File: src/rtl/tirq_pkg.sv
package tirq_pkg;

    localparam int DATA_W  = 8;
    localparam int NUM_SRC = 3;
    localparam int VEC_W   = 3;

    // source index order is also priority order (index 0 highest)
    typedef enum logic [1:0] {
        SRC_CMPA = 2'd0,
        SRC_OVF1 = 2'd1,
        SRC_OVF0 = 2'd2
    } src_e;

    typedef struct packed {
        logic             valid;
        logic [VEC_W-1:0] vec;
    } irq_req_t;

    // bit position of a source in both the flag and the enable register
    function automatic int src_bit(input int s);
        case (s)
            int'(SRC_CMPA): return 6;
            int'(SRC_OVF1): return 2;
            default:        return 1;
        endcase
    endfunction

    // vector number of a source
    function automatic logic [VEC_W-1:0] src_vec(input int s);
        return VEC_W'(3 + s);
    endfunction

    // implemented bits of the register byte
    function automatic logic [DATA_W-1:0] impl_bits();
        logic [DATA_W-1:0] m;
        m = '0;
        for (int s = 0; s < NUM_SRC; s++) m[src_bit(s)] = 1'b1;
        return m;
    endfunction

    localparam logic [DATA_W-1:0] IMPL_MASK = impl_bits();

endpackage

File: src/rtl/tirq_flag_bank.sv
module tirq_flag_bank
    import tirq_pkg::*;
#(
    parameter int N = NUM_SRC
) (
    input  logic         clk,
    input  logic         rst,
    input  logic [N-1:0] evt,
    input  logic [N-1:0] wclr,
    input  logic [N-1:0] ack_clr,
    output logic [N-1:0] flags
);

    for (genvar g = 0; g < N; g++) begin : g_flag
        logic flag_q;

        always_ff @(posedge clk) begin
            if (rst)
                flag_q <= 1'b0;
            else if (evt[g])
                flag_q <= 1'b1;          // set has priority over any clear
            else if (wclr[g] || ack_clr[g])
                flag_q <= 1'b0;
        end

        assign flags[g] = flag_q;

        assert_evt_sets_R4: assert property (@(posedge clk) disable iff (rst)
            evt[g] |=> flags[g]);

        assert_set_wins_R7: assert property (@(posedge clk) disable iff (rst)
            (evt[g] && (wclr[g] || ack_clr[g])) |=> flags[g]);

        assert_clear_R5: assert property (@(posedge clk) disable iff (rst)
            (!evt[g] && (wclr[g] || ack_clr[g])) |=> !flags[g]);

        assert_hold_R5: assert property (@(posedge clk) disable iff (rst)
            (!evt[g] && !wclr[g] && !ack_clr[g]) |=> $stable(flags[g]));
    end

endmodule

File: src/rtl/tirq_mask_reg.sv
module tirq_mask_reg
    import tirq_pkg::*;
#(
    parameter int W = DATA_W
) (
    input  logic         clk,
    input  logic         rst,
    input  logic         we,
    input  logic [W-1:0] wdata,
    output logic [W-1:0] mask
);

    logic [W-1:0] mask_q;

    always_ff @(posedge clk) begin
        if (rst)
            mask_q <= '0;
        else if (we)
            mask_q <= wdata & W'(IMPL_MASK);
    end

    assign mask = mask_q;

    assert_mask_hold_R3: assert property (@(posedge clk) disable iff (rst)
        !we |=> $stable(mask));

    assert_mask_rsv_R3: assert property (@(posedge clk) disable iff (rst)
        we |=> ((mask & ~W'(IMPL_MASK)) == '0));

endmodule

File: src/rtl/tirq_arbiter.sv
module tirq_arbiter
    import tirq_pkg::*;
#(
    parameter int N = NUM_SRC
) (
    input  logic [N-1:0] pend,
    input  logic         gie,
    output irq_req_t     req
);

    always_comb begin
        req = '0;
        if (gie) begin
            for (int s = N - 1; s >= 0; s--) begin
                if (pend[s]) begin
                    req.valid = 1'b1;
                    req.vec   = src_vec(s);
                end
            end
        end
    end

endmodule

File: src/rtl/tirq_ctrl.sv
module tirq_ctrl
    import tirq_pkg::*;
(
    input  logic             clk,
    input  logic             rst,
    input  logic             reg_sel,
    input  logic             reg_wr,
    input  logic [7:0]       reg_wdata,
    output logic [7:0]       reg_rdata,
    input  logic             evt_cmpa,
    input  logic             evt_ovf1,
    input  logic             evt_ovf0,
    input  logic             gie,
    input  logic             ack_valid,
    input  logic [2:0]       ack_vector,
    output logic             irq,
    output logic [2:0]       irq_vector
);

    logic [NUM_SRC-1:0] evt, wclr, ack_clr, flags, en;
    logic [DATA_W-1:0]  mask_byte, flag_byte;
    irq_req_t           req;

    assign evt[int'(SRC_CMPA)] = evt_cmpa;
    assign evt[int'(SRC_OVF1)] = evt_ovf1;
    assign evt[int'(SRC_OVF0)] = evt_ovf0;

    for (genvar g = 0; g < NUM_SRC; g++) begin : g_src
        localparam int B = src_bit(g);
        assign wclr[g]    = reg_wr && !reg_sel && reg_wdata[B];
        assign ack_clr[g] = ack_valid && (ack_vector == src_vec(g));
        assign en[g]      = mask_byte[B];
    end

    always_comb begin
        flag_byte = '0;
        for (int s = 0; s < NUM_SRC; s++) flag_byte[src_bit(s)] = flags[s];
    end

    tirq_flag_bank #(.N(NUM_SRC)) u_flags (
        .clk     (clk),
        .rst     (rst),
        .evt     (evt),
        .wclr    (wclr),
        .ack_clr (ack_clr),
        .flags   (flags)
    );

    tirq_mask_reg #(.W(DATA_W)) u_mask (
        .clk   (clk),
        .rst   (rst),
        .we    (reg_wr && reg_sel),
        .wdata (reg_wdata),
        .mask  (mask_byte)
    );

    tirq_arbiter #(.N(NUM_SRC)) u_arb (
        .pend (flags & en),
        .gie  (gie),
        .req  (req)
    );

    assign reg_rdata  = reg_sel ? mask_byte : flag_byte;
    assign irq        = req.valid;
    assign irq_vector = req.valid ? req.vec : '0;

    assert_irq_needs_gie_R8: assert property (@(posedge clk) disable iff (rst)
        irq |-> gie);

    assert_irq_needs_source_R8: assert property (@(posedge clk) disable iff (rst)
        irq |-> ((flags & en) != '0));

    assert_idle_vector_R11: assert property (@(posedge clk) disable iff (rst)
        !irq |-> (irq_vector == '0));

    assert_cmpa_first_R10: assert property (@(posedge clk) disable iff (rst)
        (gie && flags[int'(SRC_CMPA)] && en[int'(SRC_CMPA)]) |-> (irq_vector == 3'd3));

    assert_rsv_read_R2: assert property (@(posedge clk) disable iff (rst)
        (reg_rdata & ~IMPL_MASK) == '0);

endmodule

File: config.mk
export PLATFORM = sky130hd
export DESIGN_NAME = tirq_ctrl
export DESIGN_NICKNAME = d
export VERILOG_FILES = /design/src/rtl/tirq_pkg.sv /design/src/rtl/tirq_flag_bank.sv /design/src/rtl/tirq_mask_reg.sv /design/src/rtl/tirq_arbiter.sv /design/src/rtl/tirq_ctrl.sv
export SDC_FILE = /design/constraint.sdc
export NUM_CORES = 1
export LEC_CHECK = 0
export BUFFER_PORTS_ARGS = -buffer_cell sky130_fd_sc_hd__buf_2
export CAP_MARGIN = 15
export CORE_AREA = 3 3 40 42
export CTS_CLUSTER_SIZE = 25
export DETAILED_ROUTE_END_ITERATION = 10
export DIE_AREA = 0 0 43 45
export PLACE_DENSITY = 0.7
export SLEW_MARGIN = 25
export SYNTH_ARGS = -nofsm -noshare
export SYNTH_HDL_FRONTEND = slang
export SYNTH_SLANG_ARGS = --single-unit
File: constraint.sdc
create_clock -name clk -period 1.2 [get_ports clk]
set_clock_uncertainty 0.2 [all_clocks]
set_input_delay 0.12 -clock clk [delete_from_list [all_inputs] [get_ports clk]]
set_output_delay 0.12 -clock clk [all_outputs]
set_load 0.005 [all_outputs]
==> metrics.log, run 1 <==
[metrics] result of the run: complete, but fails checks
[metrics] failing checks: negative setup slack
[metrics] total vias in the final route: 464
[metrics] TritonCTS buffer count: 3
[metrics] total inserted antenna cells: 0
[metrics] row cnt: 13
[metrics] # setup viols final: 6
[metrics] area fraction in compound gates after synthesis: 0.168
[metrics] number of optimization iterations in the first detailed-route pass: 4
[metrics] Area Overhead vs Synth: 70.3%
[metrics] largest family of logic cells by synthesized area: simple AND/OR/NAND/NOR gates
[metrics] simple logic cell fraction of the synthesized area: 0.300
[metrics] first-pass GRT wire length: 1870 um
[metrics] largest fanout of any net on the critical path: 4
[metrics] DRC Markers: 0
[metrics] number of enable flip-flop cells after synthesis: 0
[metrics] count of yosys warnings during synthesis: 0
[metrics] initial antenna violation count: 0
[metrics] Synth top cells by count: 9 x sky130_fd_sc_hd__nand2_1, 6 x sky130_fd_sc_hd__a21oi_1, 6 x sky130_fd_sc_hd__dfxtp_1, 5 x sky130_fd_sc_hd__buf_4, 4 x sky130_fd_sc_hd__nand3_1
[metrics] xor and xnor fraction of the mapped netlist area: 0
[metrics] Chip Width: 43 um
[metrics] dominant cell by count in the synthesized netlist: sky130_fd_sc_hd__nand2_1
[metrics] post-detailed-routing wire length: 1120 um
[metrics] critical path class: reg2out
[metrics] fill cell total of the finished layout: 136
[metrics] slowest cell on the critical path: sky130_fd_sc_hd__dfxtp_2
[metrics] pre-CTS setup slack: 0.0687 ns
[metrics] CP required: 0.88 ns
[metrics] number of max-cap violations: 0
[metrics] Post-Synth Adder-Cell Area: 0
[metrics] share of synthesized area spent on multiplexers: 0.0871
[metrics] area of the placeable core: 0.00128 mm^2
[metrics] Hold Vio Cnt, Final: 0
[metrics] leading cell types by total area after synthesis: sky130_fd_sc_hd__dfxtp_1 31%, sky130_fd_sc_hd__buf_4 9.7%, sky130_fd_sc_hd__nand2_1 8.7%
[metrics] unrepaired setup endpoints after global routing: yes
[metrics] buffers inserted during post-CTS setup optimization: 0
[metrics] largest net degree at the start of global routing: 11
[metrics] Period minus WS final: 1.31 ns
[metrics] aggregate global-route resource usage: 0.134
[metrics] logic depth of the worst register-to-register path: 2
[metrics] num ports: 32
[metrics] number of standard cells after synthesis: 49
[metrics] via density per instance: 4.88
[metrics] Hold/Removal Path Class: in2reg
[metrics] Pleak: 0.287 nW
[metrics] vias in the first global route: 464
[metrics] final worst-path setup slack: -0.110 ns
[metrics] type of element launching the critical path: flip-flop
[metrics] buffer type at the clock tree root: sky130_fd_sc_hd__clkbuf_4
[metrics] highest clock frequency the design can meet: 763 MHz
[metrics] number of sinks driven by the clock tree: 6
[metrics] Max Transition Viols Final: 0
[metrics] chain of cells forming the critical path: a22oi_2 > a21boi_1 > buf_2
[metrics] post-synthesis cell area: 388 um^2
[metrics] Largest stage delay, worst path: 0.33 ns
[metrics] average wire length per cell after detail routing: 11.8 um
[metrics] buffers and inverters on the worst path: 1
[metrics] Post-synth top flop: sky130_fd_sc_hd__dfxtp_1
[metrics] Worst Hold Margin: 0.0151 ns
[metrics] endpoint class of the critical path: output pin
[metrics] count of placed standard cells in the final layout, fillers left out: 95
[metrics] clock-pin slew on the worst setup and hold paths: 0.04 ns
[metrics] placer's final routability congestion estimate: 0.685
[metrics] maximum root-to-sink buffer count: 2
[metrics] number of distinct library cells after synthesis: 17
[metrics] cell area reported after detailed placement: 478 um^2
[metrics] dpl hpwl: 806 um
[metrics] final period utilization: 1.09
[metrics] remaining antenna violation count after routing: 0
[metrics] largest delay contributor family on the critical path: flip-flops
[metrics] number of logic stages on the critical path including buffering: 3
[metrics] Initial Util: 0.302
[metrics] share of synthesized flip-flops with an asynchronous set or reset: 0
[metrics] number of cells on the worst hold path: 3
[metrics] Placed Cells incl. Taps: 83
[metrics] average size of a mapped cell: 7.92 um^2
[metrics] post-synthesis register bit count: 6
[metrics] data arrival time of the worst path: 0.99 ns
[metrics] clock tree from TritonCTS: done
[metrics] number of input and output port buffers inserted: 21
[metrics] area share of the largest cell type after synthesis: 0.310
[metrics] Die Footprint: 0.00194 mm^2
[metrics] source-to-sink clock delay at the later pin of the worst-skew pair: 0.24 ns
[metrics] cell taking the most area after synthesis: sky130_fd_sc_hd__dfxtp_1
[metrics] overall die height: 45 um
[metrics] total power per unit cell area: 825 mW/mm^2
[metrics] area of all placed cells without fillers: 661 um^2
[metrics] Detailed Route Iter0 Violations: 5
[metrics] ratio of cells with drive above 1 in the final layout: 0.513
[metrics] fraction of the yosys area taken by sequential cells: 0.310
[metrics] number of nets in the final layout: 102
[metrics] GRT overflow: 0
[metrics] CTS HTree Levels: 1
[metrics] Peak supply drop: 450 uV
state kept, by name, indices dropped and copies added (netlist names):
name / cells
u_flags.g_flag.flag_q: 3
u_mask.mask: 3
placed cells by master, fill, tap and decap left out, types with 2 or more instances in the layout:
master	instances
sky130_fd_sc_hd__a21oi_1	5
sky130_fd_sc_hd__conb_1	5
sky130_fd_sc_hd__dfxtp_4	2
sky130_fd_sc_hd__nand3_1	3
sky130_fd_sc_hd__nor3_1	3
sky130_fd_sc_hd__dlygate4sd3_1	9
sky130_fd_sc_hd__mux2_4	2
sky130_fd_sc_hd__nand3b_1	3
sky130_fd_sc_hd__nand2_1	8
sky130_fd_sc_hd__clkbuf_4	3
sky130_fd_sc_hd__dfxtp_2	4
sky130_fd_sc_hd__buf_2	18
sky130_fd_sc_hd__buf_6	3
worst paths after layout:
path | slack [ns] | start | endpoint
hold / removal | 0.02 | evt_ovf0 | u_flags.g_flag[2].flag_q
hold reg to reg | 0.27 | u_mask.mask[6] | u_mask.mask[6]
setup reg to reg | 0.32 | u_flags.g_flag[2].flag_q | u_flags.g_flag[2].flag_q
setup / recovery | -0.11 | u_mask.mask[2] | irq
power breakdown:
| group | switching [W] | internal (W) |
|---|---|---|
| combinational | 0.0000552 | 0.0000784 |
| sequential | 0.0000159 | 0.000213 |
| clock | 0.0000695 | 0.000113 |
| total | 0.000141 | 0.000404 |
worst register-to-register path: stages, from the launching register on:
cell and delay, ns:
sky130_fd_sc_hd__dfxtp_2 0.34, sky130_fd_sc_hd__a21oi_1 0.15, sky130_fd_sc_hd__nor3_1 0.06
metrics by stage:
stage	total power, W	util	setup TNS, ns
finish	0.000545	0.514	-0.530
global route	0.000588	0.514	-0.900
CTS	0.000540	0.462	-0.572
detailed placement	0.000321	0.372	0
global placement	0.000318	0.372	0
floorplan	0.000284	-	0
cells by family after synthesis:
group | Yosys count
buffers and inverters | 6
flip-flops | 6
AO/OA/AOI/OAI | 10
AND/OR/NAND/NOR | 23
other | 1
multiplexers | 3
metal layers:
metal  GRT usage  up-vias  part of all wire
met3      0.0359        0             0.076
met2       0.234       17              0.53
met1       0.142      216              0.39
met5           0        -                 0
met4      0.0904        0                 0
li1            -      231                 -
layout make-up:
type	count	area [um^2]	area share
clock buffer	3	22.5	0.0341
tap	15	18.8	0.0284
timing repair buffer	30	214	0.324
sequential	6	133	0.201
multi-input combinational	41	273	0.413
repair_timing:
action	4_1_cts	5_1_grt
gates resized for setup	9	13
hold buffers	8	1
setup endpoints to repair	7	9
pin swaps	3	4
hold endpoints to repair	6	1
(Power assumes the default switching activity.)
==> inputs of run 2 (changes only) <==
SKIP_CTS_REPAIR_TIMING = 1   (was unset)
==> metrics.log, run 2 (synthesized netlist as in run 1, its figures left out) <==
[metrics] result of the run: complete, but fails checks
[metrics] failing checks: negative hold slack, negative setup slack
[metrics] clock tree from TritonCTS: done
[metrics] number of optimization iterations in the first detailed-route pass: 4
[metrics] slowest cell on the critical path: sky130_fd_sc_hd__dfxtp_2
[metrics] CTS HTree Levels: 1
[metrics] largest net degree at the start of global routing: 11
[metrics] buffer type at the clock tree root: sky130_fd_sc_hd__clkbuf_4
[metrics] number of cells on the worst hold path: 3
[metrics] first-pass GRT wire length: 1670 um
[metrics] logic depth of the worst register-to-register path: 2
[metrics] count of placed standard cells in the final layout, fillers left out: 93
[metrics] vias in the first global route: 409
[metrics] GRT overflow: 0
[metrics] clock-pin slew on the worst setup and hold paths: 0.04 ns
[metrics] Area Overhead vs Synth: 60.6%
[metrics] remaining antenna violation count after routing: 0
[metrics] initial antenna violation count: 0
[metrics] Chip Width: 43 um
[metrics] type of element launching the critical path: flip-flop
[metrics] # setup viols final: 6
[metrics] Detailed Route Iter0 Violations: 1
[metrics] total inserted antenna cells: 0
[metrics] average wire length per cell after detail routing: 11.4 um
[metrics] data arrival time of the worst path: 0.99 ns
[metrics] buffers and inverters on the worst path: 1
[metrics] total vias in the final route: 454
[metrics] source-to-sink clock delay at the later pin of the worst-skew pair: 0.24 ns
[metrics] flop-to-flop setup slack: 0.30 ns
[metrics] Hold/Removal Path Class: in2reg
[metrics] largest fanout of any net on the critical path: 4
[metrics] chain of cells forming the critical path: a22oi_2 > a21boi_1 > buf_2
[metrics] pre-CTS setup slack: 0.0687 ns
[metrics] unrepaired setup endpoints after global routing: yes
[metrics] Largest stage delay, worst path: 0.33 ns
[metrics] worst min-delay path endpoint: u_flags.g_flag[2].flag_q
[metrics] critical path class: reg2out
[metrics] number of max-cap violations: 0
[metrics] Die Footprint: 0.00194 mm^2
[metrics] via density per instance: 4.88
[metrics] commonest cells after routing, fill and taps aside: 19 x sky130_fd_sc_hd__buf_2, 7 x sky130_fd_sc_hd__nand2_1, 7 x sky130_fd_sc_hd__dlygate4sd3_1
[metrics] aggregate global-route resource usage: 0.122
[metrics] most common library cell in the layout ignoring fill and taps: sky130_fd_sc_hd__buf_2
[metrics] number of sinks driven by the clock tree: 6
[metrics] Period minus WS final: 1.31 ns
[metrics] post-detailed-routing wire length: 1060 um
[metrics] Hold Vio Cnt, Final: 1
[metrics] final period utilization: 1.09
[metrics] DRC Markers: 0
[metrics] beginning of the worst register-to-register path: u_flags.g_flag[0].flag_q
[metrics] worst hold start: evt_ovf0
[metrics] area of the placeable core: 0.00128 mm^2
[metrics] largest delay contributor family on the critical path: flip-flops
[metrics] row cnt: 13
[metrics] Pleak: 0.275 nW
[metrics] maximum root-to-sink buffer count: 2
[metrics] overall die height: 45 um
[metrics] Initial Util: 0.302
[metrics] Peak supply drop: 447 uV
[metrics] Placed Cells incl. Taps: 83
[metrics] CP required: 0.88 ns
[metrics] final worst-path setup slack: -0.112 ns
[metrics] TritonCTS buffer count: 3
[metrics] aggregate negative setup slack: -0.531 ns
[metrics] endpoint class of the critical path: output pin
[metrics] Worst Hold Margin: -0.0229 ns
[metrics] ratio of cells with drive above 1 in the final layout: 0.513
[metrics] highest clock frequency the design can meet: 762 MHz
[metrics] number of input and output port buffers inserted: 21
[metrics] dpl hpwl: 806 um
[metrics] total power per unit cell area: 852 mW/mm^2
[metrics] number of nets in the final layout: 100
[metrics] placer's final routability congestion estimate: 0.685
[metrics] Max Transition Viols Final: 0
[metrics] destination of the worst register-to-register timing path: u_flags.g_flag[0].flag_q
[metrics] num ports: 32
-- run 2: stage by stage --
step,util,cell area (um^2),total power (W)
2_1_floorplan,-,403,0.000284
3_3_place_gp,0.372,478,0.000318
3_5_place_dp,0.372,478,0.000321
4_1_cts,0.389,500,0.000515
5_1_grt,0.485,623,0.000574
6_report,0.485,623,0.000531
-- run 2: cell type report --
type                       count  area (um^2)
clock buffer                   3         22.5
fill                         139          662
multi-input combinational     41          262
sequential                     6          133
tap                           15         18.8
timing repair buffer          28          188
-- run 2: how the worst max path moves through the flow --
stage,from,end,cells past startpoint
after floorplan,u_mask.mask[2],irq,2
final,u_mask.mask[2],irq,3
after global routing,u_mask.mask[2],irq,3
after CTS,u_flags.g_flag[2].flag_q,irq_vector[0],3
after global placement,u_mask.mask[2],irq,3
after detailed placement,u_flags.g_flag[2].flag_q,irq_vector[0],3
-- run 2: layer usage --
layer,up-vias,GRT usage,wire [um]
met1,208,0.128,412
met4,0,0.0904,0
met3,0,0.0398,88
met2,21,0.207,563
met5,-,0,0
li1,225,-,-
-- run 2: worst register-to-register path, stage by stage (launching register included) --
cell	delay, ns
sky130_fd_sc_hd__dfxtp_4	0.36
sky130_fd_sc_hd__a21oi_1	0.07
sky130_fd_sc_hd__a211oi_2	0.18
-- run 2: where the power goes --
part           switching, W  internal, W
Sequential        0.0000159     0.000213
Combinational     0.0000512    0.0000690
Clock             0.0000691     0.000113
==> inputs of run 3 (changes only) <==
ABC_AREA = 1   (was unset)
PLACE_DENSITY = unset   (was 0.7)
==> metrics.log, run 3 <==
[metrics] DRC Markers: 0
[metrics] placer's final routability congestion estimate: 0.790
[metrics] count of placed standard cells in the final layout, fillers left out: 114
[metrics] Sequential Area: 128 um^2
[metrics] destination of the worst register-to-register timing path: u_flags.g_flag[1].flag_q
[metrics] number of nets in the final layout: 121
[metrics] area share of the largest cell type after synthesis: 0.308
[metrics] count of yosys warnings during synthesis: 0
[metrics] Hold/Removal Path Class: in2reg
[metrics] TritonCTS buffer count: 3
[metrics] worst min-delay path endpoint: u_mask.mask[6]
[metrics] num ports: 32
[metrics] combined area of the multi-input logic cells: 219 um^2
[metrics] post-synthesis cell area: 390 um^2
[metrics] final period utilization: 1.10
[metrics] number of optimization iterations in the first detailed-route pass: 2
[metrics] number of cells on the worst hold path: 4
[metrics] Chip Width: 43 um
[metrics] area of the placeable core: 0.00128 mm^2
[metrics] Hold Vio Cnt, Final: 0
[metrics] unrepaired setup endpoints after global routing: yes
[metrics] average wire length per cell after detail routing: 9.44 um
[metrics] chain of cells forming the critical path: nand2_2 > nand2_1 > nand2_1 > a21oi_1 > buf_2
[metrics] row cnt: 13
[metrics] Largest stage delay, worst path: 0.34 ns
[metrics] CTS HTree Levels: 1
[metrics] beginning of the worst register-to-register path: u_flags.g_flag[1].flag_q
[metrics] Post-synth top flop: sky130_fd_sc_hd__dfxtp_1
[metrics] total power per unit cell area: 871 mW/mm^2
[metrics] number of standard cells after synthesis: 67
[metrics] final worst-path setup slack: -0.123 ns
[metrics] ratio of cells with drive above 1 in the final layout: 0.364
[metrics] number of max-cap violations: 0
[metrics] fill cell total of the finished layout: 140
[metrics] Initial Util: 0.304
[metrics] remaining antenna violation count after routing: 0
[metrics] dpl hpwl: 797 um
[metrics] number of enable flip-flop cells after synthesis: 0
[metrics] flop-to-flop setup slack: 0.30 ns
[metrics] dominant cell by count in the synthesized netlist: sky130_fd_sc_hd__nand2_1
[metrics] most common library cell in the layout ignoring fill and taps: sky130_fd_sc_hd__nand2_1
[metrics] CP required: 0.88 ns
[metrics] share of synthesized flip-flops with an asynchronous set or reset: 0
[metrics] Placed Cells incl. Taps: 102
[metrics] cell area reported after detailed placement: 492 um^2
[metrics] maximum root-to-sink buffer count: 2
[metrics] Die Footprint: 0.00194 mm^2
[metrics] total inserted antenna cells: 0
[metrics] logic depth of the worst register-to-register path: 3
[metrics] initial antenna violation count: 0
[metrics] total vias in the final route: 486
[metrics] Peak supply drop: 554 uV
[metrics] commonest cells after routing, fill and taps aside: 23 x sky130_fd_sc_hd__nand2_1, 21 x sky130_fd_sc_hd__buf_2, 8 x sky130_fd_sc_hd__inv_1, 8 x sky130_fd_sc_hd__a21oi_1
[metrics] area of all placed cells without fillers: 612 um^2
[metrics] leading cell types by total area after synthesis: sky130_fd_sc_hd__dfxtp_1 31%, sky130_fd_sc_hd__nand2_1 24%, sky130_fd_sc_hd__a21oi_1 10%
[metrics] Pleak: 0.350 nW
[metrics] GRT overflow: 0
[metrics] endpoint class of the critical path: output pin
[metrics] clock tree from TritonCTS: done
[metrics] post-detailed-routing wire length: 1080 um
[metrics] average size of a mapped cell: 5.83 um^2
[metrics] # setup viols final: 4
[metrics] highest clock frequency the design can meet: 756 MHz
[metrics] number of input and output port buffers inserted: 21
[metrics] Detailed Route Iter0 Violations: 2
[metrics] Area Overhead vs Synth: 56.7%
[metrics] aggregate negative setup slack: -0.319 ns
[metrics] post-synthesis register bit count: 6
[metrics] vias in the first global route: 395
[metrics] Max Transition Viols Final: 0
[metrics] result of the run: complete, but fails checks
[metrics] aggregate global-route resource usage: 0.113
[metrics] source-to-sink clock delay at the later pin of the worst-skew pair: 0.24 ns
[metrics] failing checks: negative setup slack
[metrics] type of element launching the critical path: flip-flop
[metrics] clock-pin slew on the worst setup and hold paths: 0.05 ns
[metrics] number of distinct library cells after synthesis: 11
[metrics] via density per instance: 4.26
[metrics] buffer type at the clock tree root: sky130_fd_sc_hd__clkbuf_4
[metrics] number of sinks driven by the clock tree: 6
[metrics] Period minus WS final: 1.32 ns
[metrics] first-pass GRT wire length: 1580 um
[metrics] slowest cell on the critical path: sky130_fd_sc_hd__dfxtp_2
[metrics] largest net degree at the start of global routing: 7
[metrics] Synth top cells by count: 25 x sky130_fd_sc_hd__nand2_1, 8 x sky130_fd_sc_hd__a21oi_1, 8 x sky130_fd_sc_hd__inv_1, 7 x sky130_fd_sc_hd__nand3_1, 6 x sky130_fd_sc_hd__dfxtp_1
[metrics] worst hold start: reg_wr
[metrics] largest fanout of any net on the critical path: 2
[metrics] data arrival time of the worst path: 1.00 ns
[metrics] fraction of the yosys area taken by sequential cells: 0.308
[metrics] critical path class: reg2out
[metrics] overall die height: 45 um
[metrics] cell taking the most area after synthesis: sky130_fd_sc_hd__dfxtp_1
[metrics] most numerous cell on the critical path: sky130_fd_sc_hd__nand2_1
-- run 3: changes by cell type after synthesis, moves of 2 or more --
cell / delta
sky130_fd_sc_hd__nor3_1: -3
sky130_fd_sc_hd__inv_1: +8
sky130_fd_sc_hd__nor2_1: +3
sky130_fd_sc_hd__nand3b_1: -3
sky130_fd_sc_hd__nand3_1: +3
sky130_fd_sc_hd__nand2_1: +16
sky130_fd_sc_hd__a21boi_0: -2
sky130_fd_sc_hd__mux2_2: -3
sky130_fd_sc_hd__a21oi_1: +2
-- run 3: power by group --
group	switching (W)	internal, W
logic	0.0000553	0.0000613
registers	0.0000119	0.000215
clock network	0.0000760	0.000113
-- run 3: layout make-up --
cell class / instances / area share
sequential: 6 / 0.209
tap: 15 / 0.0307
multi-input combinational: 51 / 0.358
inverter: 9 / 0.0552
timing repair buffer: 30 / 0.311
clock buffer: 3 / 0.0368
-- run 3: worst max path at each step --
stage | startpoint | to | slack (ns) | depth (start not counted)
2_1_floorplan | u_flags.g_flag[2].flag_q | irq_vector[2] | 0.25 | 4
3_3_place_gp | u_mask.mask[2] | irq_vector[2] | 0.11 | 5
3_5_place_dp | u_mask.mask[2] | irq_vector[2] | 0.11 | 5
4_1_cts | u_flags.g_flag[1].flag_q | irq_vector[2] | -0.16 | 5
5_1_grt | u_flags.g_flag[1].flag_q | irq_vector[2] | -0.20 | 5
6_report | u_flags.g_flag[1].flag_q | irq_vector[2] | -0.12 | 5
-- run 3: cell families after synthesis --
logic type | share of synthesized area
other | 0.00961
AOI/OAI and AO/OA | 0.115
DFF | 0.308
buffers and inverters | 0.183
and+or+nand+nor | 0.385
-- run 3: critical path: cells and delay by family (launching register included) --
| kind | cells | cell delay, ns |
|---|---|---|
| flops | 1 | 0.34 |
| simple gates | 3 | 0.18 |
| compound gates | 1 | 0.11 |
| buf+inv | 1 | 0.13 |
-- run 3: metal layers --
metal / wire length [um] / vias up / GRT usage / part of all wire
met5: 0 / - / 0 / 0
met3: 112 / 2 / 0.0518 / 0.10
met4: 5 / 0 / 0.0723 / 0.0046
met2: 490 / 23 / 0.162 / 0.46
met1: 468 / 198 / 0.135 / 0.43
li1: - / 263 / - / -
-- run 3: metrics by stage --
step           utilization  hold WS [ns]  setup WS [ns]  power, W
2_1_floorplan            -       -0.0109          0.249  0.000280
3_3_place_gp         0.383         0.160          0.112  0.000317
3_5_place_dp         0.383         0.165          0.113  0.000319
4_1_cts              0.400       -0.0953         -0.159  0.000512
5_1_grt              0.476        0.0679         -0.197  0.000571
6_report             0.476        0.0327         -0.123  0.000533
